### src/rtl/lfsr_seq_pkg.sv
package lfsr_seq_pkg;
  typedef enum logic [1:0] {
    SRC_SEQ  = 2'd0,
    SRC_JMP  = 2'd1,
    SRC_CALL = 2'd2,
    SRC_RET  = 2'd3
  } nxt_src_e;
endpackage

### src/rtl/lfsr_step.sv
module lfsr_step #(
  parameter int W       = 10,
  parameter int TAP_A   = 10,
  parameter int TAP_B   = 7,
  parameter bit XNOR_FB = 1'b1
) (
  input  logic [W-1:0] cur,
  output logic [W-1:0] nxt
);
  logic fb_raw;
  logic fb;

  assign fb_raw = cur[TAP_A-1] ^ cur[TAP_B-1];

  generate
    if (XNOR_FB) begin : g_xnor
      assign fb = ~fb_raw;
    end else begin : g_xor
      assign fb = fb_raw;
    end
  endgenerate

  assign nxt = {cur[W-2:0], fb};
endmodule

### src/rtl/ret_stack.sv
module ret_stack #(
  parameter int AW    = 10,
  parameter int DEPTH = 16
) (
  input  logic          clk,
  input  logic          rst,
  input  logic          push,
  input  logic          pop,
  input  logic [AW-1:0] push_data,
  output logic [AW-1:0] tos,
  output logic          ovf_err,
  output logic          unf_err
);
  localparam int SP_W  = $clog2(DEPTH);
  localparam int OCC_W = SP_W + 1;

  logic [AW-1:0]    mem [DEPTH];
  logic [SP_W-1:0]  sp;
  logic [SP_W-1:0]  rd_idx;
  logic [OCC_W-1:0] occ;
  logic             full;
  logic             empty;

  assign rd_idx = sp - SP_W'(1);
  assign tos    = mem[rd_idx];
  assign full   = (occ == OCC_W'(DEPTH));
  assign empty  = (occ == '0);

  always_ff @(posedge clk) begin
    if (push) mem[sp] <= push_data;
  end

  always_ff @(posedge clk) begin
    if (rst) begin
      sp      <= '0;
      occ     <= '0;
      ovf_err <= 1'b0;
      unf_err <= 1'b0;
    end else if (push) begin
      sp <= sp + SP_W'(1);
      if (full) ovf_err <= 1'b1;
      else      occ     <= occ + OCC_W'(1);
    end else if (pop) begin
      sp <= rd_idx;
      if (empty) unf_err <= 1'b1;
      else       occ     <= occ - OCC_W'(1);
    end
  end

  assert_occ_bound_R8: assert property (@(posedge clk) disable iff (rst)
    occ <= OCC_W'(DEPTH));
  assert_ovf_sticky_R8: assert property (@(posedge clk) disable iff (rst)
    ovf_err |=> ovf_err);
  assert_unf_sticky_R9: assert property (@(posedge clk) disable iff (rst)
    unf_err |=> unf_err);
  assert_push_visible_R5: assert property (@(posedge clk) disable iff (rst)
    push |=> tos == $past(push_data));
  assert_pop_count_R6: assert property (@(posedge clk) disable iff (rst)
    (pop && !push && !empty) |=> occ == $past(occ) - OCC_W'(1));
  assert_ovf_on_full_R8: assert property (@(posedge clk) disable iff (rst)
    (push && full) |=> ovf_err);
endmodule

### src/rtl/next_sel.sv
module next_sel
  import lfsr_seq_pkg::*;
#(
  parameter int AW = 10
) (
  input  logic          do_ret,
  input  logic          do_call,
  input  logic          do_jump,
  input  logic [AW-1:0] target,
  input  logic [AW-1:0] tos,
  input  logic [AW-1:0] seq_next,
  output logic [AW-1:0] next_pc,
  output logic          push,
  output logic          pop
);
  nxt_src_e src;

  always_comb begin
    if      (do_ret)  src = SRC_RET;
    else if (do_call) src = SRC_CALL;
    else if (do_jump) src = SRC_JMP;
    else              src = SRC_SEQ;
  end

  always_comb begin
    unique case (src)
      SRC_RET:          next_pc = tos;
      SRC_CALL, SRC_JMP: next_pc = target;
      default:          next_pc = seq_next;
    endcase
  end

  assign push = (src == SRC_CALL);
  assign pop  = (src == SRC_RET);
endmodule

### src/rtl/lfsr_pc_seq.sv
module lfsr_pc_seq #(
  parameter int PC_W     = 10,
  parameter int TAP_A    = 10,
  parameter int TAP_B    = 7,
  parameter int RS_DEPTH = 16
) (
  input  logic            clk,
  input  logic            rst,
  input  logic            br_jump,
  input  logic            br_call,
  input  logic            br_ret,
  input  logic [PC_W-1:0] br_target,
  output logic [PC_W-1:0] fetch_pc,
  output logic            rs_ovf_err,
  output logic            rs_unf_err
);
  logic [PC_W-1:0] pc_q;
  logic [PC_W-1:0] seq_next;
  logic [PC_W-1:0] next_pc;
  logic [PC_W-1:0] tos;
  logic            sel_push;
  logic            sel_pop;
  logic            rs_push;
  logic            rs_pop;

  lfsr_step #(.W(PC_W), .TAP_A(TAP_A), .TAP_B(TAP_B), .XNOR_FB(1'b1)) u_step (
    .cur (pc_q),
    .nxt (seq_next)
  );

  next_sel #(.AW(PC_W)) u_sel (
    .do_ret   (br_ret),
    .do_call  (br_call),
    .do_jump  (br_jump),
    .target   (br_target),
    .tos      (tos),
    .seq_next (seq_next),
    .next_pc  (next_pc),
    .push     (sel_push),
    .pop      (sel_pop)
  );

  assign rs_push = sel_push & ~rst;
  assign rs_pop  = sel_pop  & ~rst;

  ret_stack #(.AW(PC_W), .DEPTH(RS_DEPTH)) u_rs (
    .clk       (clk),
    .rst       (rst),
    .push      (rs_push),
    .pop       (rs_pop),
    .push_data (seq_next),
    .tos       (tos),
    .ovf_err   (rs_ovf_err),
    .unf_err   (rs_unf_err)
  );

  always_ff @(posedge clk) begin
    if (rst) pc_q <= '0;
    else     pc_q <= next_pc;
  end

  assign fetch_pc = pc_q;

  // reset wins over every control
  assert_reset_clear_R1: assert property (@(posedge clk)
    rst |=> (fetch_pc == '0) && !rs_ovf_err && !rs_unf_err);
  assert_seq_step_R2: assert property (@(posedge clk) disable iff (rst)
    (!br_ret && !br_call && !br_jump) |=> fetch_pc == $past(seq_next));
  assert_no_lockup_R3: assert property (@(posedge clk) disable iff (rst)
    (!br_ret && !br_call && !br_jump && fetch_pc != '1) |=> fetch_pc != '1);
  assert_jump_R4: assert property (@(posedge clk) disable iff (rst)
    (br_jump && !br_call && !br_ret) |=> fetch_pc == $past(br_target));
  assert_call_R5: assert property (@(posedge clk) disable iff (rst)
    (br_call && !br_ret) |=> fetch_pc == $past(br_target));
  assert_ret_R6: assert property (@(posedge clk) disable iff (rst)
    br_ret |=> fetch_pc == $past(tos));
  assert_ret_over_call_R7: assert property (@(posedge clk) disable iff (rst)
    (br_ret && br_call) |=> fetch_pc == $past(tos));
endmodule

### config.mk
export PLATFORM = sky130hd
export DESIGN_NAME = lfsr_pc_seq
export DESIGN_NICKNAME = d
export VERILOG_FILES = /design/src/rtl/lfsr_seq_pkg.sv /design/src/rtl/lfsr_step.sv /design/src/rtl/ret_stack.sv /design/src/rtl/next_sel.sv /design/src/rtl/lfsr_pc_seq.sv
export SDC_FILE = /design/constraint.sdc
export NUM_CORES = 1
export LEC_CHECK = 0
export CELL_PAD_IN_SITES_DETAIL_PLACEMENT = 1
export CELL_PAD_IN_SITES_GLOBAL_PLACEMENT = 2
export CORE_MARGIN = 2
export CORE_UTILIZATION = 45
export DETAILED_ROUTE_END_ITERATION = 7
export PLACE_DENSITY_LB_ADDON = 0.15
export SLEW_MARGIN = 20
export SYNTH_ARGS = -nofsm -noshare
export SYNTH_HDL_FRONTEND = slang
export SYNTH_HIERARCHICAL = 1
export SYNTH_SLANG_ARGS = --single-unit
### constraint.sdc
create_clock -name clk -period 5.55 [get_ports clk]
set_input_delay 1.3875 -clock clk [delete_from_list [all_inputs] [get_ports clk]]
set_output_delay 1.3875 -clock clk [all_outputs]
set_load 0.03 [all_outputs]
==> out/metrics.json, run 1 <==
{
  "firstDrtPassIters": {"value": 4},
  "timing.hold.worst.class": {"value": "reg2reg"},
  "dominant_combinational_cell_family_by_area_after_synthesis": {"value": "multiplexers"},
  "stdcell_area": {"value": 0.00856, "unit": "mm^2"},
  "finalWeightedCongestion": {"value": 0.721},
  "outcome": {"value": "finished clean"},
  "first_iter_violations": {"value": 234},
  "routed_wirelength": {"value": 16200, "unit": "um"},
  "chipHeight": {"value": 134, "unit": "um"},
  "postCtsSetupBuffers": {"value": 0},
  "final_layout_size_suffix_gt1_frac": {"value": 0.218},
  "multi_input_area": {"value": 0.00210, "unit": "mm^2"},
  "antenna_diode_count": {"value": 0},
  "topRoutingLayerUsed": {"value": "met4"},
  "num-nets-final": {"value": 482},
  "report.final.hold_viol_count": {"value": 0},
  "tritoncts_clock_tree": {"value": "done"},
  "synth_edf_count": {"value": 160},
  "worstPathMaxFanout": {"value": 12},
  "starting_density_of_the_core": {"value": 0.458},
  "initial_antenna_violation_count": {"value": 0},
  "cp-start-kind": {"value": "input pin"},
  "static-leakage-power": {"value": 2.78, "unit": "nW"},
  "clock_skew": {"value": 0.0107, "unit": "ns"},
  "fmax": {"value": 0.250, "unit": "GHz"},
  "cts.reportedPaths.clkPinSlew": {"value": 0.06, "unit": "ns"},
  "htree_levels": {"value": 4},
  "tritoncts.num_buffers": {"value": 17},
  "timing.critical_path.to_type": {"value": "flip-flop"},
  "number_of_global_route_vias_before_repair": {"value": 3994},
  "synth_compound_gate_area_share": {"value": 0.0466},
  "post_cts.resized_instances": {"value": 0},
  "placedCellCount": {"value": 656},
  "synth_simple_gate_area_share": {"value": 0.0572},
  "crit_chain": {"value": "clkdlybuf4s50_1 > a21oi_1 > ha_1 > nor2b_2 > nand2_1 > nor2_1"},
  "synth_fp_nets": {"value": 456},
  "detailroute.via_count": {"value": 3764},
  "remaining_drc_errors": {"value": 0},
  "max_slew.worst_pin.slew": {"value": 0.991, "unit": "ns"},
  "yosys_warnings": {"value": 6},
  "die_w": {"value": 134, "unit": "um"},
  "hold_buffers": {"value": 0},
  "fin_tns_setup": {"value": 0, "unit": "ns"},
  "global_route.usage.total": {"value": 0.196},
  "die_area": {"value": 0.0179, "unit": "mm^2"},
  "timing.critical_path.slowest_cell_delay": {"value": 0.81, "unit": "ns"},
  "final-max-slew-violation-count": {"value": 0},
  "cts.root.buffer_cell": {"value": "clkbuf_16"},
  "fin_ws": {"value": 1.55, "unit": "ns"},
  "rsz0062_at_grt": {"value": "no"},
  "grt_first_pass_wirelength": {"value": 24900, "unit": "um"},
  "synth_xor_xnor_area_share": {"value": 0.0104},
  "met3_length": {"value": 519, "unit": "um"},
  "ys_ff_latch": {"value": 181},
  "synth_cells": {"value": 429},
  "via_per_inst": {"value": 5.47},
  "fin_total_pwr": {"value": 3.41, "unit": "mW"},
  "cap_viol_max_count": {"value": 0},
  "clk_latency": {"value": 0.43, "unit": "ns"},
  "core.rowCount": {"value": 47},
  "io_pins": {"value": 27},
  "layout.filler_cells": {"value": 1544},
  "yosys.area_share.adder": {"value": 0.0208},
  "clkSinkCount": {"value": 181},
  "post-dp-hpwl": {"value": 10500, "unit": "um"},
  "post_layout_nonfiller_instances": {"value": 688},
  "synth.cell_area": {"value": 0.00757, "unit": "mm^2"},
  "met2RoutedLength": {"value": 7870, "unit": "um"},
  "timing.final.crit_period": {"value": 4.00, "unit": "ns"},
  "floorplan_core_area": {"value": 0.0165, "unit": "mm^2"},
  "final-seq-area": {"value": 0.00523, "unit": "mm^2"},
  "ctsLongestPathBuffers": {"value": 2},
  "critical_path_class": {"value": "in2reg"},
  "finalSetupViolCount": {"value": 0},
  "slew_headroom": {"value": 0.337},
  "post_synth_num_cell_types": {"value": 42},
  "async_flop_share": {"value": 0},
  "synth_flop_cell": {"value": "edfxtp_1"},
  "p_per_area": {"value": 399, "unit": "mW/mm^2"},
  "worst_ep_arrival_time": {"value": 4.06, "unit": "ns"},
  "grt_start_max_net_pins": {"value": 46},
  "synth.yosys.seq_area_share": {"value": 0.690},
  "mux_share_of_post_synthesis_cell_area": {"value": 0.139},
  "grt_overflow_total": {"value": 0},
  "detail_route.wirelength.met1": {"value": 7390, "unit": "um"},
  "layout.cells.most_common_list": {"value": "160 x edfxtp_1, 37 x mux4_2, 27 x nor2_1, 26 x clkdlybuf4s50_1, 20 x dfxtp_1"},
  "timing.final.crit_share": {"value": 0.722},
  "layout_commonest_cell": {"value": "edfxtp_1"},
  "critPathSlowestCell": {"value": "nor2_1"},
  "port_buffers": {"value": 26},
  "place_worst_setup_slack": {"value": 1.06, "unit": "ns"},
  "syn2layout_area_growth": {"value": 13.1, "unit": "%"},
  "antenna_violating_nets_post_route": {"value": 0},
  "synth.avg_cell_area": {"value": 17.6, "unit": "um^2"},
  "place_area": {"value": 0.00800, "unit": "mm^2"},
  "vdd.ir_drop.worst": {"value": 0.232, "unit": "mV"},
  "worst-endpoint-required": {"value": 5.60, "unit": "ns"},
  "wire_per_inst": {"value": 23.5, "unit": "um"}
}
[flip-flops by register name (all words and copies together) (netlist names)]
name          flops
u_rs/sp           4
u_rs/mem        160
u_rs/occ          5
u_rs/ovf_err      1
fetch_pc         10
u_rs/unf_err      1
[power by group]
group,internal [mW],switching (mW)
registers,1.57,0.0908
logic,0.269,0.329
clock network,0.657,0.498
total,2.49,0.917
[cell usage after synthesis (7+ instances only)]
library cell / n / area, um^2
inv_1: 7 / 26.3
edfxtp_1: 160 / 4800
xnor2_1: 8 / 70.1
nor2_1: 27 / 101
buf_4: 14 / 105
nor2b_1: 11 / 68.8
mux2i_1: 11 / 110
buf_2: 7 / 35.0
a21oi_1: 13 / 65.1
dfxtp_1: 21 / 420
nand2_1: 17 / 63.8
ha_1: 11 / 138
a22oi_1: 11 / 82.6
mux4_2: 37 / 833
a211oi_1: 10 / 75.1
o21ai_1: 10 / 50.1
nor2b_2: 8 / 70.1
[cells by family (layout without fill, tap and decap cells)]
family | count (synthesis) | in the layout
simple gates | 80 | 80
flops | 181 | 181
xor+xnor | 9 | 9
compound gates | 53 | 53
buf+inv | 42 | 81
mux | 52 | 52
fa+ha+maj | 12 | 12
[routing by layer]
| layer | GRT usage | vias up |
|---|---|---|
| met5 | 0 | - |
| met4 | 0.0804 | 0 |
| met3 | 0.0392 | 22 |
| met2 | 0.301 | 55 |
| met1 | 0.276 | 1973 |
| li1 | - | 1714 |
[worst paths after layout]
| check | start | endpoint | slack (ns) | cells after the start |
|---|---|---|---|---|
| worst min register to register | u_rs/unf_err | u_rs/unf_err | 0.49 | 2 |
| worst max-delay path | br_ret | u_rs/mem[9][4] | 1.55 | 6 |
| worst max register to register | u_rs/sp[1] | fetch_pc[1] | 2.25 | 9 |
| worst min-delay path | u_rs/unf_err | u_rs/unf_err | 0.49 | 2 |
[critical path: cells and delay by family]
kind                       cells  cell delay (ns)
and+or+nand+nor                3             1.53
buffers and inverters          1             0.62
AOI/OAI and AO/OA              1             0.30
adders and majority gates      1             0.21
[layout make-up]
| type | count | share of cell area |
|---|---|---|
| sequential | 181 | 0.611 |
| multi-input combinational | 206 | 0.245 |
| clock buffer | 18 | 0.0501 |
| inverter | 9 | 0.00395 |
| clock inverter | 14 | 0.0155 |
| tap | 220 | 0.0322 |
| timing repair buffer | 40 | 0.0427 |
[stage by stage]
stage	utilization	hold slack [ns]
after CTS	0.518	0.508
after global placement	0.484	0.489
after detailed placement	0.484	0.493
after global routing	0.518	0.536
final	0.518	0.490
after floorplan	-	0.514
(Power assumes the default switching activity.)
==> run 2: changes to the inputs <==
- CORE_UTILIZATION: 45 -> 42
- clock period: 5.55 -> 3.5 ns (I/O delays scaled with it)
==> out/metrics.json, run 2 (synthesis results as in run 1) <==
{
  "ctsLongestPathBuffers": {"value": 2},
  "report.final.hold_viol_count": {"value": 0},
  "worstPathMaxFanout": {"value": 5},
  "switching_power": {"value": 1.44, "unit": "mW"},
  "layout.cells.most_common_list": {"value": "160 x edfxtp_1, 37 x mux4_2, 27 x nor2_1, 26 x clkdlybuf4s50_1, 26 x buf_4"},
  "io_pins": {"value": 27},
  "number_of_global_route_vias_before_repair": {"value": 4158},
  "timing.final.crit_period": {"value": 3.03, "unit": "ns"},
  "clkSinkCount": {"value": 181},
  "syn2layout_area_growth": {"value": 15.1, "unit": "%"},
  "multi_input_area": {"value": 0.00210, "unit": "mm^2"},
  "cts.root.buffer_cell": {"value": "clkbuf_16"},
  "antenna_violating_nets_post_route": {"value": 0},
  "first_iter_violations": {"value": 226},
  "core.rowCount": {"value": 49},
  "remaining_drc_errors": {"value": 0},
  "pwr-share-seq": {"value": 0.478},
  "ff2ff_setup_slack": {"value": 0.69, "unit": "ns"},
  "slew_headroom": {"value": 0.503},
  "final-seq-area": {"value": 0.00523, "unit": "mm^2"},
  "critical_path_class": {"value": "in2reg"},
  "finalWeightedCongestion": {"value": 0.720},
  "detailroute.via_count": {"value": 3810},
  "final_layout_size_suffix_gt1_frac": {"value": 0.246},
  "grt_start_max_net_pins": {"value": 46},
  "timing.critical_path.to_type": {"value": "flip-flop"},
  "wire_per_inst": {"value": 22.2, "unit": "um"},
  "util_after_layout": {"value": 0.488},
  "hp-start": {"value": "u_rs/ovf_err"},
  "chipHeight": {"value": 138, "unit": "um"},
  "static-leakage-power": {"value": 2.87, "unit": "nW"},
  "timing.hold.worst.class": {"value": "reg2reg"},
  "clock_skew": {"value": 0.00827, "unit": "ns"},
  "timing.final.crit_share": {"value": 0.866},
  "largest_register": {"value": "u_rs/mem"},
  "final-max-slew-violation-count": {"value": 0},
  "cellInternalPower": {"value": 3.94, "unit": "mW"},
  "hold_buffers": {"value": 0},
  "htree_levels": {"value": 4},
  "worst-endpoint-required": {"value": 3.80, "unit": "ns"},
  "min_delay_worst_endpoint": {"value": "u_rs/ovf_err"},
  "fin_tns_setup": {"value": 0, "unit": "ns"},
  "vdd.ir_drop.worst": {"value": 0.331, "unit": "mV"},
  "worst_ep_arrival_time": {"value": 3.33, "unit": "ns"},
  "firstDrtPassIters": {"value": 5},
  "port_buffers": {"value": 26},
  "initial_antenna_violation_count": {"value": 0},
  "cts.reportedPaths.clkPinSlew": {"value": 0.06, "unit": "ns"},
  "p_per_area": {"value": 618, "unit": "mW/mm^2"},
  "cap_viol_max_count": {"value": 0},
  "routed_wirelength": {"value": 15800, "unit": "um"},
  "postCtsSetupBuffers": {"value": 0},
  "layout.filler_cells": {"value": 1676},
  "num-nets-final": {"value": 497},
  "clk_latency": {"value": 0.42, "unit": "ns"},
  "outcome": {"value": "finished clean"},
  "global_route.usage.total": {"value": 0.175},
  "die_w": {"value": 138, "unit": "um"},
  "p_clk_frac": {"value": 0.333},
  "finalSetupViolCount": {"value": 0},
  "max_slew.worst_pin.slew": {"value": 0.742, "unit": "ns"},
  "die_area": {"value": 0.0191, "unit": "mm^2"},
  "grt_first_pass_wirelength": {"value": 24900, "unit": "um"},
  "holdPathStages": {"value": 2},
  "starting_density_of_the_core": {"value": 0.424},
  "tritoncts_clock_tree": {"value": "done"},
  "worst_r2r_path_depth": {"value": 10},
  "via_per_inst": {"value": 5.35},
  "post_cts.resized_instances": {"value": 0},
  "antenna_diode_count": {"value": 0},
  "power_switching_share": {"value": 0.268},
  "rsz0062_at_grt": {"value": "no"},
  "largest_register_ff_count": {"value": 160},
  "r2r-end": {"value": "fetch_pc[5]"},
  "rr_startpoint": {"value": "u_rs/sp[1]"},
  "fmax": {"value": 0.330, "unit": "GHz"},
  "tritoncts.num_buffers": {"value": 17},
  "fin_total_pwr": {"value": 5.38, "unit": "mW"},
  "layout_commonest_cell": {"value": "edfxtp_1"},
  "floorplan_core_area": {"value": 0.0178, "unit": "mm^2"},
  "place_area": {"value": 0.00816, "unit": "mm^2"},
  "stdcell_area": {"value": 0.00871, "unit": "mm^2"},
  "grt_overflow_total": {"value": 0},
  "pwr-share-comb": {"value": 0.189},
  "cp-start-kind": {"value": "input pin"},
  "post-dp-hpwl": {"value": 10500, "unit": "um"}
}
==> run 2: cell count changes in the layout (fill, tap and decap cells not counted), sizes merged <==
cell and change:
buf +15, clkbuf +2, bufinv -1, inv -1
==> run 2: critical path, stage by stage <==
cell	delay [ns]
clkdlybuf4s50_1	0.47
inv_1	0.06
a21oi_1	0.18
ha_1	0.23
nor2b_2	0.26
inv_2	0.10
ha_1	0.35
a21o_1	0.20
a21oi_1	0.16
mux4_2	0.29
nor2b_1	0.14
==> run 2: stage by stage <==
| step | std cells | setup WS (ns) | hold WS (ns) |
|---|---|---|---|
| 6_report | 712 | 0.468 | 0.485 |
| 5_1_grt | 712 | 0.313 | 0.523 |
| 4_1_cts | 712 | 0.482 | 0.497 |
| 3_5_place_dp | 680 | 0.0299 | 0.477 |
| 3_3_place_gp | 680 | 0.111 | 0.459 |
| 2_1_floorplan | 429 | 0.429 | 0.514 |
==> run 2: power by group through the flow <==
stage | registers (mW) | clock network [mW] | logic [mW]
finish | 2.58 | 1.79 | 1.02
global route | 2.59 | 1.93 | 1.10
CTS | 2.58 | 1.84 | 1.04
floorplan | 2.60 | 0 | 0.718
global placement | 2.62 | 0 | 1.02
detailed placement | 2.63 | 0 | 1.04
==> run 2: final cells by class <==
type,instances,area share
clock inverters,12,0.0125
repair buffers,55,0.0592
multi-input cells,206,0.241
well taps,229,0.0329
clock buffers,20,0.0513
inverters,9,0.00388
flip-flops and latches,181,0.600
==> run 2: how the worst max path moves through the flow <==
stage	slack [ns]	cells after the start	from	to
after CTS	0.48	11	br_call	u_rs/occ[4]
after detailed placement	0.03	11	br_call	u_rs/occ[4]
final	0.47	11	br_call	u_rs/occ[4]
after global routing	0.31	11	br_call	u_rs/occ[4]
after floorplan	0.43	7	br_ret	u_rs/mem[3][0]
after global placement	0.11	11	br_call	u_rs/occ[4]
==> run 2: layer usage <==
layer,vias to the layer above,share of wire,GRT usage
met1,2020,0.44,0.225
met4,0,0.0057,0.0354
met3,7,0.024,0.0464
li1,1742,-,-
met2,41,0.53,0.302
met5,-,0,0
==> run 3: changes to the inputs <==
- CORE_UTILIZATION: 42 -> 40
- SYNTH_HIERARCHICAL: 1 -> not set
==> out/metrics.json, run 3 <==
{
  "routed_wirelength": {"value": 18900, "unit": "um"},
  "floorplan_core_area": {"value": 0.0181, "unit": "mm^2"},
  "hold_buffers": {"value": 0},
  "die_area": {"value": 0.0196, "unit": "mm^2"},
  "min_delay_worst_endpoint": {"value": "u_rs.ovf_err"},
  "cts.reportedPaths.clkPinSlew": {"value": 0.07, "unit": "ns"},
  "firstDrtPassIters": {"value": 6},
  "clkSinkCount": {"value": 181},
  "ys_ff_latch": {"value": 181},
  "finalWeightedCongestion": {"value": 0.746},
  "post_synth_main_area_contributors": {"value": "edfxtp_1 65%, mux4_2 6.1%, dfxtp_1 5.7%"},
  "place_area": {"value": 0.00819, "unit": "mm^2"},
  "final_layout_size_suffix_gt1_frac": {"value": 0.186},
  "r2r-end": {"value": "fetch_pc[3]"},
  "worst_r2r_path_depth": {"value": 8},
  "final-max-slew-violation-count": {"value": 0},
  "worst-endpoint-required": {"value": 3.87, "unit": "ns"},
  "max_slew.worst_pin.slew": {"value": 0.743, "unit": "ns"},
  "report.final.hold_viol_count": {"value": 0},
  "wire_per_inst": {"value": 23.7, "unit": "um"},
  "timing.critical_path.to_type": {"value": "flip-flop"},
  "yosys_warnings": {"value": 0},
  "synth_cells": {"value": 491},
  "global_route.usage.total": {"value": 0.202},
  "synth_flop_cell": {"value": "edfxtp_1"},
  "synth_area_leader_cell": {"value": "edfxtp_1"},
  "fin_tns_setup": {"value": 0, "unit": "ns"},
  "hp-start": {"value": "u_rs.ovf_err"},
  "number_of_global_route_vias_before_repair": {"value": 4569},
  "port_buffers": {"value": 26},
  "first_iter_violations": {"value": 279},
  "clock_skew": {"value": 0.0121, "unit": "ns"},
  "initial_antenna_violation_count": {"value": 0},
  "p_per_area": {"value": 661, "unit": "mW/mm^2"},
  "synth.yosys.seq_area_share": {"value": 0.705},
  "stdcell_area": {"value": 0.00876, "unit": "mm^2"},
  "vdd.ir_drop.worst": {"value": 0.539, "unit": "mV"},
  "synth_fp_nets": {"value": 518},
  "synth_edf_count": {"value": 160},
  "postCtsSetupBuffers": {"value": 0},
  "fmax": {"value": 0.341, "unit": "GHz"},
  "grt_overflow_total": {"value": 0},
  "yosys.cell_count.top_type": {"value": "edfxtp_1"},
  "chipHeight": {"value": 140, "unit": "um"},
  "fin_total_pwr": {"value": 5.79, "unit": "mW"},
  "async_flop_share": {"value": 0},
  "timing.final.crit_share": {"value": 0.838},
  "tritoncts_clock_tree": {"value": "done"},
  "cp-start-kind": {"value": "input pin"},
  "synth.cells.most_frequent": {"value": "160 x edfxtp_1, 73 x nand2_1, 27 x nor2_1"},
  "outcome": {"value": "finished with violations"},
  "timing.final.crit_period": {"value": 2.93, "unit": "ns"},
  "ctsLongestPathBuffers": {"value": 2},
  "remaining_drc_errors": {"value": 2},
  "critical_path_class": {"value": "in2reg"},
  "clk_latency": {"value": 0.43, "unit": "ns"},
  "ff2ff_setup_slack": {"value": 0.83, "unit": "ns"},
  "num-nets-final": {"value": 580},
  "synth.avg_cell_area": {"value": 15.1, "unit": "um^2"},
  "tritoncts.num_buffers": {"value": 17},
  "worst_ep_arrival_time": {"value": 3.30, "unit": "ns"},
  "layout_commonest_cell": {"value": "edfxtp_1"},
  "htree_levels": {"value": 4},
  "antenna_violating_nets_post_route": {"value": 0},
  "netlist.area_leader.share": {"value": 0.648},
  "post_synth_num_cell_types": {"value": 42},
  "grt_first_pass_wirelength": {"value": 28600, "unit": "um"},
  "timing.hold.worst.class": {"value": "reg2reg"},
  "cts.root.buffer_cell": {"value": "clkbuf_16"},
  "via_per_inst": {"value": 5.49},
  "rr_startpoint": {"value": "u_rs.sp[1]"},
  "holdPathStages": {"value": 2},
  "static-leakage-power": {"value": 3.00, "unit": "nW"},
  "largest_register_ff_count": {"value": 160},
  "io_pins": {"value": 27},
  "finalSetupViolCount": {"value": 0},
  "post_cts.resized_instances": {"value": 0},
  "die_w": {"value": 140, "unit": "um"},
  "syn2layout_area_growth": {"value": 18.2, "unit": "%"},
  "slew_headroom": {"value": 0.502},
  "layout.cells.most_common_list": {"value": "160 x edfxtp_1, 73 x nand2_1, 39 x buf_4, 27 x nor2_1, 26 x clkdlybuf4s50_1"},
  "cap_viol_max_count": {"value": 0},
  "grt_start_max_net_pins": {"value": 44},
  "worstPathMaxFanout": {"value": 6},
  "layout.filler_cells": {"value": 1764},
  "synth.cell_area": {"value": 0.00741, "unit": "mm^2"},
  "largest_register": {"value": "u_rs.mem"},
  "detailroute.via_count": {"value": 4366},
  "core.rowCount": {"value": 49},
  "antenna_diode_count": {"value": 0},
  "post-dp-hpwl": {"value": 12200, "unit": "um"},
  "rsz0062_at_grt": {"value": "no"},
  "failed_checks": {"value": "DRC"},
  "starting_density_of_the_core": {"value": 0.410}
}
==> run 3: cell count changes after synthesis, moves of 6 or more <==
cell	before	now
clkbuf_1	4	10
nand2_1	17	73
a41oi_1	0	9
a211oi_1	10	1
a32oi_1	0	9
nand3_1	0	21
o21ai_1	10	1
nor2b_2	8	0
buf_4	14	3
nor3_1	5	14
mux4_2	37	20
a22oi_1	11	0
o21ai_0	2	10
mux2i_1	11	22
==> run 3: power breakdown <==
part / internal, mW / switching (mW)
Clock: 0.999 / 0.870
Combinational: 0.506 / 0.797
Sequential: 2.52 / 0.0980
Total: 4.03 / 1.76
==> run 3: per-layer routing <==
| layer | vias to the layer above | part of all wire | GRT usage |
|---|---|---|---|
| li1 | 1987 | - | - |
| met1 | 2291 | 0.45 | 0.270 |
| met2 | 81 | 0.50 | 0.338 |
| met3 | 7 | 0.045 | 0.0482 |
| met4 | 0 | 0.0061 | 0.0441 |
| met5 | - | 0 | 0 |
==> run 3: worst max-delay path, stage by stage <==
cell             delay (ns)
clkdlybuf4s50_1        0.48
inv_1                  0.04
a21oi_1                0.21
ha_1                   0.22
and2b_1                0.21
inv_1                  0.15
ha_1                   0.24
a2111oi_2              0.38
nor4_1                 0.10
o21ai_1                0.19
mux2i_1                0.20
==> run 3: layout make-up <==
type / count / area [um^2] / share of cell area
multi-input cells: 279 / 2070 / 0.237
clock inverters: 15 / 145 / 0.0166
clock buffers: 17 / 425 / 0.0486
flip-flops and latches: 181 / 5230 / 0.597
well taps: 229 / 287 / 0.0327
inverters: 8 / 30.0 / 0.00343
repair buffers: 66 / 573 / 0.0654
==> run 3: worst max-delay path by stage <==
stage | cells past startpoint | to | slack (ns) | startpoint
2_1_floorplan | 10 | u_rs.occ[3] | 0.60 | br_ret
3_3_place_gp | 11 | u_rs.occ[4] | 0.23 | br_call
3_5_place_dp | 11 | u_rs.occ[4] | 0.09 | br_call
4_1_cts | 11 | u_rs.occ[4] | 0.54 | br_call
5_1_grt | 11 | u_rs.occ[4] | 0.22 | br_call
6_report | 11 | u_rs.occ[4] | 0.57 | br_call
==> run 3: cells by family (layout without fill, tap and decap cells) <==
group,count (synthesis),in the layout,share of synthesized area
AND/OR/NAND/NOR,159,159,0.0959
XOR/XNOR,11,11,0.0130
AO/OA/AOI/OAI,55,55,0.0554
flip-flops,181,181,0.705
adder cells (fa/ha/maj),12,12,0.0203
buffers and inverters,31,106,0.0199
multiplexers,42,42,0.0905
==> run 3: per-stage QoR <==
stage          hold WS (ns)  cells  setup WS [ns]   util
2_1_floorplan         0.465    491          0.599      -
3_5_place_dp          0.471    763         0.0900  0.453
4_1_cts               0.486    795          0.540  0.484
6_report              0.476    795          0.568  0.484
5_1_grt               0.525    795          0.223  0.484
3_3_place_gp          0.456    763          0.228  0.452
